===== config.mk =====
export PLATFORM = sky130hd
export DESIGN_NAME = bsram_addr_seq
export DESIGN_NICKNAME = d
export VERILOG_FILES = /design/src/rtl/bsram_seq_pkg.sv /design/src/rtl/bsram_sel_dec.sv /design/src/rtl/bsram_burst_ctr.sv /design/src/rtl/bsram_addr_reg.sv /design/src/rtl/bsram_addr_seq.sv
export SDC_FILE = /design/constraint.sdc
export NUM_CORES = 1
export LEC_CHECK = 0
export BUFFER_PORTS_ARGS = -buffer_cell sky130_fd_sc_hd__buf_2
export CORE_ASPECT_RATIO = 0.5
export CORE_MARGIN = 2
export CORE_UTILIZATION = 35
export CTS_CLUSTER_DIAMETER = 200
export DETAILED_ROUTE_END_ITERATION = 8
export GPL_TIMING_DRIVEN = 1
export SETUP_SLACK_MARGIN = 0.2
export SLEW_MARGIN = 10
export SYNTH_ARGS = -nofsm -noshare
export SYNTH_HDL_FRONTEND = slang
export SYNTH_SLANG_ARGS = --single-unit

===== constraint.sdc =====
create_clock -name clk -period 1.2 [get_ports clk]
set_input_delay 0 -clock clk [delete_from_list [all_inputs] [get_ports clk]]
set_output_delay 0 -clock clk [all_outputs]
set_load 0.02 [all_outputs]

===== src/rtl/bsram_seq_pkg.sv =====
package bsram_seq_pkg;
  // Width of the in-burst beat counter (four beats)
  localparam int BEAT_W = 2;
  typedef logic [BEAT_W-1:0] beat_t;

  // Low address bits of a beat: XOR order or wrapping add
  function automatic beat_t beat_lo(beat_t start, beat_t cnt, logic il);
    beat_t r;
    if (il) r = start ^ cnt;
    else    r = start + cnt;
    return r;
  endfunction

  // All three chip enables in their active state
  function automatic logic enables_on(logic pipe_n, logic exp_hi, logic exp_lo_n);
    return !pipe_n && exp_hi && !exp_lo_n;
  endfunction
endpackage


===== src/rtl/bsram_sel_dec.sv =====
module bsram_sel_dec
  import bsram_seq_pkg::*;
(
  input  logic cpu_strb_n,
  input  logic ctl_strb_n,
  input  logic ce_pipe_n,
  input  logic ce_exp_hi,
  input  logic ce_exp_lo_n,
  output logic load_ev,
  output logic sel_next,
  output logic cpu_ign_ev
);
  logic cpu_go, ctl_go;

  // Processor strobe only counts with the pipelining enable on
  assign cpu_go     = !cpu_strb_n && !ce_pipe_n;
  assign ctl_go     = !ctl_strb_n;
  assign load_ev    = cpu_go || ctl_go;
  assign cpu_ign_ev = !cpu_strb_n && ce_pipe_n && !ctl_go;
  assign sel_next   = enables_on(ce_pipe_n, ce_exp_hi, ce_exp_lo_n);
endmodule


===== src/rtl/bsram_burst_ctr.sv =====
module bsram_burst_ctr
  import bsram_seq_pkg::*;
(
  input  logic  clk,
  input  logic  rst_n,
  input  logic  load_ev,
  input  logic  sel_next,
  input  logic  adv_n,
  output beat_t cnt,
  output logic  sel_q,
  output logic  burst_q,
  output logic  adv_ev,
  output logic  wrap_ev
);
  localparam beat_t LAST = '1;

  // A load always wins over an advance
  assign adv_ev  = !load_ev && !adv_n && sel_q;
  assign wrap_ev = adv_ev && (cnt == LAST);

  always_ff @(posedge clk or negedge rst_n) begin
    if (!rst_n) begin
      cnt     <= '0;
      sel_q   <= 1'b0;
      burst_q <= 1'b0;
    end else if (load_ev) begin
      cnt     <= '0;
      sel_q   <= sel_next;
      burst_q <= sel_next;
    end else if (adv_ev) begin
      cnt <= cnt + beat_t'(1);
      if (wrap_ev) burst_q <= 1'b0;
    end
  end
endmodule


===== src/rtl/bsram_addr_reg.sv =====
module bsram_addr_reg
  import bsram_seq_pkg::*;
#(
  parameter int ADDR_W = 18
) (
  input  logic              clk,
  input  logic              rst_n,
  input  logic              load_ev,
  input  logic [ADDR_W-1:0] addr_i,
  input  logic              order_il,
  input  beat_t             cnt,
  output logic [ADDR_W-1:0] word_addr_o
);
  localparam int UP_W = ADDR_W - BEAT_W;

  logic [UP_W-1:0] up_q;
  beat_t           start_q;
  logic            il_q;

  always_ff @(posedge clk or negedge rst_n) begin
    if (!rst_n) begin
      up_q    <= '0;
      start_q <= '0;
      il_q    <= 1'b0;
    end else if (load_ev) begin
      up_q    <= addr_i[ADDR_W-1:BEAT_W];
      start_q <= addr_i[BEAT_W-1:0];
      il_q    <= order_il;
    end
  end

  // Upper bits pass through untouched: no carry out of the beat
  assign word_addr_o = {up_q, beat_lo(start_q, cnt, il_q)};
endmodule


===== src/rtl/bsram_addr_seq.sv =====
module bsram_addr_seq
  import bsram_seq_pkg::*;
#(
  parameter int ADDR_W = 18
) (
  input  logic              clk,
  input  logic              rst_n,
  input  logic [ADDR_W-1:0] addr_i,
  input  logic              ce_pipe_n,
  input  logic              ce_exp_hi,
  input  logic              ce_exp_lo_n,
  input  logic              cpu_strb_n,
  input  logic              ctl_strb_n,
  input  logic              adv_n,
  input  logic              order_il,
  output logic [ADDR_W-1:0] word_addr_o,
  output logic              sel_o,
  output logic              burst_o
);
  // Named internal events, used by the bound checker
  logic  load_ev, sel_next, cpu_ign_ev, adv_ev, wrap_ev;
  beat_t cnt;

  bsram_sel_dec u_dec (
    .cpu_strb_n (cpu_strb_n),
    .ctl_strb_n (ctl_strb_n),
    .ce_pipe_n  (ce_pipe_n),
    .ce_exp_hi  (ce_exp_hi),
    .ce_exp_lo_n(ce_exp_lo_n),
    .load_ev    (load_ev),
    .sel_next   (sel_next),
    .cpu_ign_ev (cpu_ign_ev)
  );

  bsram_burst_ctr u_ctr (
    .clk     (clk),
    .rst_n   (rst_n),
    .load_ev (load_ev),
    .sel_next(sel_next),
    .adv_n   (adv_n),
    .cnt     (cnt),
    .sel_q   (sel_o),
    .burst_q (burst_o),
    .adv_ev  (adv_ev),
    .wrap_ev (wrap_ev)
  );

  bsram_addr_reg #(.ADDR_W(ADDR_W)) u_areg (
    .clk        (clk),
    .rst_n      (rst_n),
    .load_ev    (load_ev),
    .addr_i     (addr_i),
    .order_il   (order_il),
    .cnt        (cnt),
    .word_addr_o(word_addr_o)
  );
endmodule


==> results.cfg <==
[yosys]
synth.area.top_cells = dfrtp_1 (61%), mux2_2 (23%), xnor2_1 (2.8%), ha_1 (2.7%), buf_6 (2.4%)
yosys_warnings = 0
syn_nets = 91
post_synth_inst_count = 62
yosysTopAreaCellShare_pct = 61.01
synth_top_family_by_area = multiplexers
synth_xor_area_share_pct = 2.785
synth_cell_types = 14
ys_seq_area_share_pct = 61.01
avgSynthCellArea_um2 = 15.22
ys_ff_latch = 23
synth-simple-area-share_pct = 3.448
synth_area_um2 = 943.4
synthAdderAreaFrac_pct = 2.653
yosysTopAreaCell = dfrtp_1
muxShareOfSynthArea_pct = 23.74
synth_compound_gate_area_share_pct = 3.183

[sta]
fin_crit_ns = 1.221
period_share_pct = 101.7
fin_tns_setup_ns = -0.02085
fin_ws_ns = -0.02085
hold_viol = 0
setup-violations-final = 1
clock.fmax_mhz = 819.1
slew-limit-headroom_pct = 67.66
slew_violations = 0
rsz0062_at_grt = true
fin_skew_ns = 0.0004231
tightest_slew_ns = 0.4851

[clocking]
cts_buffers = 3
cts.sinks = 23
clk_latency_ns = 0.25
cts.path.max_buffers = 2
cts_htree_levels = 1
cts_tree = yes
cts-root-buf = clkbuf_8
path_clk_slew_ns = 0.07

[finish]
final_nets = 163
antenna_cells = 0
fill_cells = 210
drive_gt1_share_pct = 58.65
area_growth_pct = 61.67

[worst_setup_path]
cp.arrival_ns = 1.22
endpoint_kind = output pin
cp_slowest_cell = dfrtp_1
critical_path.top_delay_family = flip-flops
cp.required_ns = 1.20
critPathMaxFanout = 2
crit_chain = ha_2 -> nor2b_4 -> xnor2_2 -> buf_4
crit_buf_inv = 1
crit_type = reg2out
slowest_delay_ns = 0.40
cp-start-kind = register

[floorplan]
chipWidth_um = 77.42
design.core.area_um2 = 2570
start_util_pct = 36.71
die_area_um2 = 3152
rows = 13
io_pins = 47
die_height_um = 40.71

[global_routing]
grt_usage_pct = 14.02
grt_pass1_wl_mm = 3.243
overflow = 0
grt_max_degree = 25
grt_pass1_vias = 709
grt_antenna_before_repair = 0

[outcome]
outcome = complete, but fails checks
violations = negative setup slack

[pwr]
p_leak_nw = 0.7211
ir_worst_vdd_uv = 1074
finalPower_w = 0.001751
power.density_nw_per_um2 = 1148

[placed_design]
gp_congestion = 0.6479
dp_hpwl_mm = 1.241
io_buffers = 46

[flow_run]
max_cap_violations = 0

[routing]
vias = 730
wirelength_mm = 1.895
ant_nets = 0
dr.pass1.iters = 4
drc = 0
wl_per_cell_um = 11.15
viasPerCell = 4.294
drt_iter0_markers = 19

[worst_hold_path]
hp-class = in2reg
-- synth_stat cells --
master / count
a211o_1: 1
buf_6: 2
dfrtp_1: 23
ha_1: 2
inv_1: 2
mux2_2: 19
mux2i_1: 1
nand2_1: 1
nand3_1: 1
nor2_1: 3
nor2b_1: 2
o21ai_0: 1
o21ai_4: 1
xnor2_1: 3
-- logic make-up after synthesis --
group / Yosys count
mux: 20
flops: 23
simple gates: 7
compound gates: 3
buf+inv: 4
fa+ha+maj: 2
xor+xnor: 3
-- metrics by stage --
step                cell area (µm²)  setup WS (ns)  util, %  hold WS, ns  cells
floorplan                     959.7         0.2281        -      -0.2956     62
global placement               1234         0.1913    48.00     0.004650    144
detailed placement             1234         0.1686    48.00    0.0004481    144
CTS                            1518       -0.03613    59.06     0.007321    170
global route                   1525       -0.06382    59.35      0.03211    170
finish                         1525       -0.02085    59.35     0.009018    170
-- power by group --
part           internal, W  switching (W)  leakage [nW]
clock network     0.000236       0.000221        0.0228
logic             0.000216       0.000195         0.423
registers         0.000845      0.0000382         0.275
-- per-layer routing --
layer	GRT usage, %	share of wire (%)	vias to the layer above
li1	-	-	356
met1	15.25	43	354
met2	28.70	53	20
met3	5.286	4.9	0
met4	1.339	0	0
met5	0	0	-
-- state kept, by name, summed over array words and instances, names as in the netlist --
register	count
u_areg.il_q	1
u_areg.start_q	2
u_areg.up_q	16
u_ctr.burst_q	1
u_ctr.cnt	2
u_ctr.sel_q	1
-- final timing paths --
path | startpoint | endpoint | slack [ns] | cells past startpoint
max in group asynchronous | rst_n | u_ctr.sel_q | 0.60 | 2
min | ce_exp_lo_n | u_ctr.burst_q | 0.009 | 4
min reg2reg | u_areg.up_q[9] | u_areg.up_q[9] | 0.50 | 1
min in group asynchronous | rst_n | u_areg.up_q[13] | 0.24 | 2
max | u_areg.start_q[0] | word_addr_o[1] | -0.02 | 4
max reg2reg | u_ctr.cnt[0] | u_ctr.cnt[1] | 0.11 | 4
-- area by class of cell --
type,count,area [µm²],share of cell area [%]
timing repair buffer,69,476.7,31.26
inverter,2,7.507,0.4922
multi-input combinational,35,372.9,24.45
tap,37,46.29,3.035
clock buffer,4,45.04,2.953
sequential,23,576.8,37.82
-- cells in the final DEF (no fill, tap or decap), drive strengths merged --
master | netlist | layout
o21ai | 2 | 2
nor2 | 3 | 3
mux2 | 19 | 19
buf | 2 | 48
ha | 2 | 2
a211o | 1 | 1
nor2b | 2 | 2
dfrtp | 23 | 23
dlygate4sd3 | 0 | 21
clkbuf | 0 | 4
inv | 2 | 2
nand3 | 1 | 1
xnor2 | 3 | 3
mux2i | 1 | 1
nand2 | 1 | 1
-- repair_timing --
item | in CTS | in global routing
buffers inserted | 1 | 0
endpoints found under the hold margin | 44 | 0
hold buffers | 21 | 0
gates resized for setup | 7 | 1
endpoints found under the setup margin | 3 | 4
-- worst reg2reg max path: cells and delay by family (launching register included) --
kind	cells	cell delay, ns
muxes	1	0.14
DFF	1	0.39
buffers and inverters	1	0.14
adders and majority gates	1	0.26
and+or+nand+nor	1	0.05
Power figures use the tool's default switching activity.
